## config.mk

```make
export PLATFORM = sky130hd
export DESIGN_NAME = pot_ctrl
export DESIGN_NICKNAME = d
export VERILOG_FILES = /design/src/rtl/pot_pkg.sv /design/src/rtl/pot_spi_sync.sv /design/src/rtl/pot_nv_timer.sv /design/src/rtl/pot_wiper_delay.sv /design/src/rtl/pot_ctrl.sv
export SDC_FILE = /design/constraint.sdc
export NUM_CORES = 1
export LEC_CHECK = 0
export ABC_AREA = 1
export BUFFER_PORTS_ARGS = -buffer_cell sky130_fd_sc_hd__clkbuf_2
export CORE_MARGIN = 5
export CORE_UTILIZATION = 55
export CTS_CLUSTER_SIZE = 16
export DETAILED_ROUTE_END_ITERATION = 16
export GPL_ROUTABILITY_DRIVEN = 0
export HOLD_SLACK_MARGIN = 0.15
export PLACE_DENSITY = 0.73
export SLEW_MARGIN = 20
export SYNTH_ARGS = -nofsm -noshare
export SYNTH_HDL_FRONTEND = slang
export SYNTH_SLANG_ARGS = --single-unit
```

## constraint.sdc

```tcl
create_clock -name clk_i -period 6.05 [get_ports clk_i]
set_input_delay 0.605 -clock clk_i [delete_from_list [all_inputs] [get_ports clk_i]]
set_output_delay 0.605 -clock clk_i [all_outputs]
set_load 0.03 [all_outputs]
```

## src/rtl/pot_pkg.sv

```systemverilog
`timescale 1ns/1ps
package pot_pkg;
  localparam int POTS  = 2;
  localparam int POT_W = 1;
  localparam int REGS  = 4;
  localparam int REG_W = 2;
  localparam int DW    = 8;

  typedef enum logic [3:0] {
    OP_STEP   = 4'h2,
    OP_RD_SR  = 4'h5,
    OP_RD_WCR = 4'h9,
    OP_WR_WCR = 4'hA,
    OP_RD_DR  = 4'hB,
    OP_WR_DR  = 4'hC,
    OP_DR2WCR = 4'hD,
    OP_WCR2DR = 4'hE
  } opcode_e;

  typedef enum logic [2:0] {
    PH_DEV, PH_INSTR, PH_DATA, PH_STEP, PH_IDLE
  } phase_e;
endpackage

```

## src/rtl/pot_spi_sync.sv

```systemverilog
`timescale 1ns/1ps
module pot_spi_sync #(
  parameter int STAGES = 2
) (
  input  logic clk_i,
  input  logic rst_ni,
  input  logic cs_ni,
  input  logic sck_i,
  input  logic si_i,
  output logic sel_o,
  output logic cs_rise_o,
  output logic sck_rise_o,
  output logic sck_fall_o,
  output logic si_o
);
  localparam logic [2:0] IDLE_V = 3'b100;  // {cs, sck, si}

  logic [2:0] pipe_q [STAGES];
  logic [2:0] prev_q;
  logic [2:0] cur;

  always_ff @(posedge clk_i or negedge rst_ni) begin
    if (!rst_ni) pipe_q[0] <= IDLE_V;
    else         pipe_q[0] <= {cs_ni, sck_i, si_i};
  end

  for (genvar s = 1; s < STAGES; s++) begin : g_stage
    always_ff @(posedge clk_i or negedge rst_ni) begin
      if (!rst_ni) pipe_q[s] <= IDLE_V;
      else         pipe_q[s] <= pipe_q[s-1];
    end
  end

  assign cur = pipe_q[STAGES-1];

  always_ff @(posedge clk_i or negedge rst_ni) begin
    if (!rst_ni) prev_q <= IDLE_V;
    else         prev_q <= cur;
  end

  assign sel_o      = ~cur[2];
  assign cs_rise_o  = cur[2] & ~prev_q[2];
  assign sck_rise_o = ~cur[2] & cur[1] & ~prev_q[1];
  assign sck_fall_o = ~cur[2] & ~cur[1] & prev_q[1];
  assign si_o       = cur[0];
endmodule

```

## src/rtl/pot_nv_timer.sv

```systemverilog
`timescale 1ns/1ps
module pot_nv_timer #(
  parameter int CYCLES = 5000
) (
  input  logic clk_i,
  input  logic rst_ni,
  input  logic start_i,
  output logic busy_o
);
  localparam int CW = $clog2(CYCLES + 1);

  logic [CW-1:0] cnt_q;

  always_ff @(posedge clk_i or negedge rst_ni) begin
    if (!rst_ni)            cnt_q <= '0;
    else if (start_i)       cnt_q <= CW'(CYCLES);
    else if (cnt_q != '0)   cnt_q <= cnt_q - CW'(1);
  end

  assign busy_o = (cnt_q != '0);

  assert_busy_from_commit_R6: assert property (@(posedge clk_i) disable iff (!rst_ni)
    $rose(busy_o) |-> $past(start_i));
endmodule

```

## src/rtl/pot_wiper_delay.sv

```systemverilog
`timescale 1ns/1ps
module pot_wiper_delay #(
  parameter int W   = 8,
  parameter int LAT = 2
) (
  input  logic         clk_i,
  input  logic         rst_ni,
  input  logic [W-1:0] d_i,
  output logic [W-1:0] q_o
);
  if (LAT == 0) begin : g_bypass
    assign q_o = d_i;
  end else begin : g_pipe
    logic [W-1:0] st_q [LAT];
    always_ff @(posedge clk_i or negedge rst_ni) begin
      if (!rst_ni) begin
        for (int i = 0; i < LAT; i++) st_q[i] <= '0;
      end else begin
        st_q[0] <= d_i;
        for (int i = 1; i < LAT; i++) st_q[i] <= st_q[i-1];
      end
    end
    assign q_o = st_q[LAT-1];
  end
endmodule

```

## src/rtl/pot_ctrl.sv

```systemverilog
`timescale 1ns/1ps
module pot_ctrl
  import pot_pkg::*;
#(
  parameter logic [7:0] DEV_ID      = 8'hA6,
  parameter int         NV_CYCLES   = 5000,
  parameter int         WIPER_LAT   = 2,
  parameter int         SYNC_STAGES = 2
) (
  input  logic              clk_i,
  input  logic              rst_ni,
  input  logic              cs_ni,
  input  logic              sck_i,
  input  logic              si_i,
  output logic              so_o,
  output logic              so_oe_o,
  output logic [POTS*DW-1:0] wiper_o
);
  logic sel, cs_rise, sck_rise, sck_fall, si_s, busy, commit, byte_done;

  phase_e             phase_q;
  opcode_e            op_q;
  logic [2:0]         bit_q;
  logic [DW-2:0]      shin_q;
  logic [DW-1:0]      rx_byte, tx_q, nv_data_q;
  logic [REG_W-1:0]   reg_q;
  logic [POT_W-1:0]   pot_q;
  logic               glob_q, arm_q, arm_wcr_q, so_q;
  logic [DW-1:0]      wcr_q [POTS];
  logic [DW-1:0]      dr_q  [POTS][REGS];

  pot_spi_sync #(.STAGES(SYNC_STAGES)) i_sync (
    .clk_i, .rst_ni, .cs_ni, .sck_i, .si_i,
    .sel_o(sel), .cs_rise_o(cs_rise), .sck_rise_o(sck_rise),
    .sck_fall_o(sck_fall), .si_o(si_s)
  );

  pot_nv_timer #(.CYCLES(NV_CYCLES)) i_nv (
    .clk_i, .rst_ni, .start_i(commit), .busy_o(busy)
  );

  assign rx_byte   = {shin_q, si_s};
  assign byte_done = sck_rise && (bit_q == 3'd7);
  // commit only on a byte-aligned frame end
  assign commit    = cs_rise && arm_q && (bit_q == 3'd0) && !busy;

  always_ff @(posedge clk_i or negedge rst_ni) begin
    if (!rst_ni) begin
      phase_q   <= PH_DEV;
      op_q      <= OP_RD_SR;
      bit_q     <= '0;
      shin_q    <= '0;
      reg_q     <= '0;
      pot_q     <= '0;
      glob_q    <= 1'b0;
      arm_q     <= 1'b0;
      arm_wcr_q <= 1'b0;
      nv_data_q <= '0;
      tx_q      <= '0;
      so_q      <= 1'b0;
      for (int k = 0; k < POTS; k++) begin
        wcr_q[k] <= '0;
        for (int r = 0; r < REGS; r++) dr_q[k][r] <= '0;
      end
    end else begin
      if (sck_fall) begin
        so_q <= tx_q[DW-1];
        tx_q <= {tx_q[DW-2:0], 1'b0};
      end

      if (commit) begin
        for (int k = 0; k < POTS; k++)
          for (int r = 0; r < REGS; r++)
            if ((pot_q == POT_W'(k) || (arm_wcr_q && glob_q)) && reg_q == REG_W'(r))
              dr_q[k][r] <= arm_wcr_q ? wcr_q[k] : nv_data_q;
      end

      if (!sel) begin
        phase_q <= PH_DEV;
        bit_q   <= '0;
        arm_q   <= 1'b0;
      end else if (sck_rise) begin
        shin_q <= {shin_q[DW-3:0], si_s};
        bit_q  <= bit_q + 3'd1;
        if (phase_q == PH_STEP) begin
          if (si_s) begin
            if (wcr_q[pot_q] != '1) wcr_q[pot_q] <= wcr_q[pot_q] + DW'(1);
          end else begin
            if (wcr_q[pot_q] != '0) wcr_q[pot_q] <= wcr_q[pot_q] - DW'(1);
          end
        end else if (byte_done) begin
          unique case (phase_q)
            PH_DEV: phase_q <= (rx_byte == DEV_ID) ? PH_INSTR : PH_IDLE;
            PH_INSTR: begin
              op_q    <= opcode_e'(rx_byte[7:4]);
              reg_q   <= rx_byte[3:2];
              pot_q   <= rx_byte[1];
              glob_q  <= rx_byte[0];
              phase_q <= PH_IDLE;
              case (opcode_e'(rx_byte[7:4]))
                OP_RD_WCR: tx_q <= wcr_q[rx_byte[1]];
                OP_RD_DR:  tx_q <= dr_q[rx_byte[1]][rx_byte[3:2]];
                OP_RD_SR:  tx_q <= {{(DW-1){1'b0}}, busy};
                OP_WR_WCR, OP_WR_DR: if (!busy) phase_q <= PH_DATA;
                OP_STEP:   if (!busy) phase_q <= PH_STEP;
                OP_DR2WCR: if (!busy) begin
                  for (int k = 0; k < POTS; k++)
                    if (rx_byte[0] || rx_byte[1] == POT_W'(k))
                      wcr_q[k] <= dr_q[k][rx_byte[3:2]];
                end
                OP_WCR2DR: if (!busy) begin
                  arm_q     <= 1'b1;
                  arm_wcr_q <= 1'b1;
                end
                default: ;
              endcase
            end
            PH_DATA: begin
              phase_q <= PH_IDLE;
              if (op_q == OP_WR_WCR) begin
                wcr_q[pot_q] <= rx_byte;
              end else begin
                arm_q     <= 1'b1;
                arm_wcr_q <= 1'b0;
                nv_data_q <= rx_byte;
              end
            end
            default: ;
          endcase
        end
      end
    end
  end

  assign so_o    = sel & so_q;
  assign so_oe_o = sel;

  for (genvar k = 0; k < POTS; k++) begin : g_pot
    pot_wiper_delay #(.W(DW), .LAT(WIPER_LAT)) i_dly (
      .clk_i, .rst_ni, .d_i(wcr_q[k]), .q_o(wiper_o[k*DW +: DW])
    );
    for (genvar r = 0; r < REGS; r++) begin : g_reg
      assert_dr_commit_only_R5: assert property (@(posedge clk_i) disable iff (!rst_ni)
        !$stable(dr_q[k][r]) |-> $past(cs_rise));
    end
  end

  assert_step_hold_top_R10: assert property (@(posedge clk_i) disable iff (!rst_ni)
    (sel && sck_rise && phase_q == PH_STEP && si_s && wcr_q[pot_q] == '1)
      |=> wcr_q[pot_q] == '1);

  assert_step_hold_bottom_R10: assert property (@(posedge clk_i) disable iff (!rst_ni)
    (sel && sck_rise && phase_q == PH_STEP && !si_s && wcr_q[pot_q] == '0)
      |=> wcr_q[pot_q] == '0);

  assert_busy_blocks_R7: assert property (@(posedge clk_i) disable iff (!rst_ni)
    (busy && sel && byte_done && phase_q == PH_INSTR)
      |=> (!arm_q && phase_q != PH_DATA && phase_q != PH_STEP));
endmodule

```

==> flow_summary.rst <==
.. list-table::
   :header-rows: 1

   * - Metric
     - Value
   * - Number of endpoints failing setup at the final stage
     - 0
   * - Number of routed nets with antenna violations
     - 0
   * - Hold Vio Cnt, Final
     - 0
   * - Final TNS setup
     - 0 ns
   * - Num ports
     - 23
   * - Via density per instance
     - 5.696
   * - Final count of pins violating max slew
     - 0
   * - Max-cap violations
     - 0
   * - Cell at the root of the clock tree
     - sky130_fd_sc_hd__clkbuf_16
   * - Placeable core region
     - 15890 um^2
   * - Average size of a mapped cell
     - 7.967 um^2
   * - Reg2reg end
     - wcr_q[11]
   * - CP max FO
     - 23
   * - Number of port buffers
     - 22
   * - Flop2flop setup slack
     - 3.20 ns
   * - DRC marker count from the first detailed-route iteration
     - 883
   * - Cell variety after synth
     - 44
   * - Area of the die
     - 18780 um^2
   * - Net count, final
     - 1113
   * - Worst clock skew
     - 0.008708 ns
   * - Total clock buffers created by CTS
     - 17
   * - Arrival @ worst endpoint
     - 3.18 ns
   * - Worst slew margin
     - 0.3235
   * - Buffer levels on the longest clock path
     - 2
   * - Syn Inst Count
     - 1114
   * - Count of inserted antenna diode cells
     - 0
   * - Via count
     - 7581
   * - Area taken by flip-flops and latches
     - 4335 um^2
   * - First-pass GRT wire length
     - 38.17 mm
   * - Number of global-route vias before repair
     - 7213
   * - Kind of start point of the critical path
     - flop
   * - Max Fclk
     - 351.4 MHz
   * - Clock slew seen by the registers of the worst setup and hold paths
     - 0.07 ns
   * - DRT met1 WL
     - 10.07 mm
   * - Cell area after technology mapping
     - 8875 um^2
   * - Total wire length after detailed routing
     - 23.28 mm
   * - Number of filler cells placed in the layout
     - 1457
   * - Slew of the pin with the lowest slew margin
     - 1.015 ns
   * - Warning count from the yosys run
     - 0
   * - Cts hold-fix bufs
     - 0
   * - Maximum number of pins on one net before global-route repair
     - 99
   * - Synth Register Bits
     - 173
   * - TritonCTS clock tree
     - done
   * - Overflow left after global routing
     - 0
   * - CTS resizes
     - 0
   * - Worst Hold Class
     - in2async
   * - Length of the first detailed-routing pass in iterations
     - 7
   * - Initial antenna violation count
     - 0
   * - Leakage power summed over all cells
     - 4.583 nW
   * - Worst setup EP type
     - flop
   * - Number of enable flip-flop cells after synthesis
     - 0
   * - Proportion of synthesized chip area in sequential cells
     - 0.4885
   * - Met3 routed WL
     - 2.045 mm
   * - Minimum hold slack
     - 0.2126 ns
   * - Cell Rows
     - 46
   * - Outcome
     - complete, no violations
   * - Tcrit/Tclk final
     - 0.4704
   * - Global-route usage over all layers
     - 0.2653
   * - Area growth from synthesis to final layout
     - 7.669%
   * - DR WL met2
     - 10.14 mm
   * - Detailed Place HPWL
     - 16.14 mm
   * - CP Data Required Time
     - 6.38 ns
   * - Chip height
     - 137.0 um
   * - Period minus WS final
     - 2.846 ns
   * - Nets in the synthesized netlist
     - 1125
   * - Fraction of layout cells with a size suffix above 1
     - 0.1103
   * - Top flip-flop cell by instance count after synthesis
     - sky130_fd_sc_hd__dfrtp_1
   * - WS Path Type
     - reg2reg
   * - Setup Fix Bufs, Post-CTS
     - 0
   * - Async set or reset register ratio after synthesis
     - 1.000
   * - Multi-input combinational cell area
     - 3920 um^2
   * - Highest metal layer used by the detailed router
     - met4
   * - Pwr dens
     - 265.7 nW/um^2
   * - Clock network latency to the later pin of the worst-skew pair
     - 0.45 ns
   * - Reg2reg path depth
     - 14
   * - Reg-to-Reg Start
     - pot_q
   * - Setup repair after global routing missed its margin
     - no
   * - Remaining DRCs
     - 0
   * - Wire length per cell
     - 17.49 um
   * - Clock net sink count
     - 173
   * - Effective utilization at floorplan
     - 0.5587
   * - Number of levels in the clock H-tree
     - 4
   * - Worst vdd rail ir drop
     - 0.0002155 V
   * - Die width
     - 137.0 um
==> synth_stat cells (14+ instances only) <==
cell | instances | area share
sky130_fd_sc_hd__o21ai_1 | 61 | 0.034
sky130_fd_sc_hd__o211ai_1 | 21 | 0.018
sky130_fd_sc_hd__nand2_1 | 326 | 0.14
sky130_fd_sc_hd__inv_1 | 66 | 0.028
sky130_fd_sc_hd__nor2_1 | 104 | 0.044
sky130_fd_sc_hd__nand3_1 | 67 | 0.038
sky130_fd_sc_hd__o21ai_0 | 78 | 0.044
sky130_fd_sc_hd__buf_4 | 20 | 0.017
sky130_fd_sc_hd__clkbuf_1 | 23 | 0.0097
sky130_fd_sc_hd__dfrtp_1 | 168 | 0.47
sky130_fd_sc_hd__a21oi_1 | 46 | 0.026
sky130_fd_sc_hd__o21ai_2 | 14 | 0.014
==> power by group <==
group | total (W) | switching (W) | internal, W
Sequential | 0.00119 | 0.0000154 | 0.00117
Clock | 0.00110 | 0.000475 | 0.000620
Combinational | 0.000256 | 0.000193 | 0.0000630
==> area by class of cell <==
type,count,area share
sequential,173,0.4537
clock buffer,19,0.04635
multi-input combinational,804,0.4102
inverter,80,0.03143
tap,216,0.02828
clock inverter,13,0.01467
timing repair buffer,26,0.01532
==> kinds of logic (layout without fill, tap and decap cells) <==
family / count (synthesis) / in the layout / share of synthesized area
AOI/OAI and AO/OA: 242 / 242 / 0.1544
xor gates and xnor gates: 10 / 10 / 0.009868
adders and majority gates: 6 / 6 / 0.008459
buffers and inverters: 137 / 138 / 0.06979
DFF: 173 / 173 / 0.4885
muxes: 6 / 6 / 0.007613
and+or+nand+nor: 540 / 540 / 0.2614
==> per-stage QoR <==
stage	util	cell area (um^2)	setup WS [ns]	instances	power, W
detailed placement	0.5648	8972	3.276	1299	0.001459
global route	0.6015	9555	2.899	1331	0.002629
floorplan	-	8875	4.086	1114	0.001370
finish	0.6015	9555	3.204	1331	0.002539
CTS	0.6015	9555	3.240	1331	0.002550
global placement	0.5648	8972	3.376	1299	0.001456
==> flip-flops by register name, summed over array words and instances (netlist names), 2 cells and up <==
signal	cells
i_nv.cnt_q	13
nv_data_q	8
g_pot.i_dly.q_o	16
phase_q	3
bit_q	3
reg_q	2
i_sync.pipe_q	3
g_pot.i_dly.g_pipe.st_q	16
op_q	4
dr_q	64
i_sync.cur	3
shin_q	7
i_sync.prev_q	2
wcr_q	16
tx_q	8
==> worst max-delay path, stage by stage, from the launching register on <==
cell and delay [ns]:
sky130_fd_sc_hd__dfrtp_1 0.81, sky130_fd_sc_hd__inv_2 0.30, sky130_fd_sc_hd__nand2_1 0.13, sky130_fd_sc_hd__nand2_1 0.09
sky130_fd_sc_hd__ha_1 0.22, sky130_fd_sc_hd__nand3_1 0.10, sky130_fd_sc_hd__nor2_1 0.07, sky130_fd_sc_hd__nand2_1 0.08
sky130_fd_sc_hd__inv_1 0.05, sky130_fd_sc_hd__nand3_1 0.06, sky130_fd_sc_hd__nand2_1 0.06, sky130_fd_sc_hd__nor2_2 0.41
sky130_fd_sc_hd__inv_1 0.17, sky130_fd_sc_hd__nand2_1 0.11, sky130_fd_sc_hd__nand2_1 0.06
==> worst max path at each step <==
stage	startpoint	end	cells past startpoint
after global routing	pot_q	wcr_q[11]	14
after floorplan	pot_q	wcr_q[15]	15
after global placement	pot_q	wcr_q[14]	14
final	pot_q	wcr_q[11]	14
after CTS	pot_q	wcr_q[11]	14
after detailed placement	pot_q	wcr_q[11]	14
==> cells in the final DEF, fill, tap and decap left out, drive strengths merged, types with 4 or more instances in the layout <==
master and count:
o21ai 153, a21boi 14, nor2 115, dfrtp 168, ha 6, clkinvlp 4, xor2 6, xnor2 4
nand3b 4, nand2 337, inv 81, o211ai 21, clkinv 6, nand3 68, mux2 6, nor3 6
a21oi 46, dfstp 5, buf 5, clkbuf 40, nand4 4
==> metal layers <==
| metal | vias to the layer above | track usage |
|---|---|---|
| li1 | 3609 | - |
| met1 | 3556 | 0.3776 |
| met2 | 343 | 0.3837 |
| met3 | 73 | 0.05515 |
| met4 | 0 | 0.1358 |
| met5 | - | 0 |
Note: power is estimated with default switching activity, not from simulation.
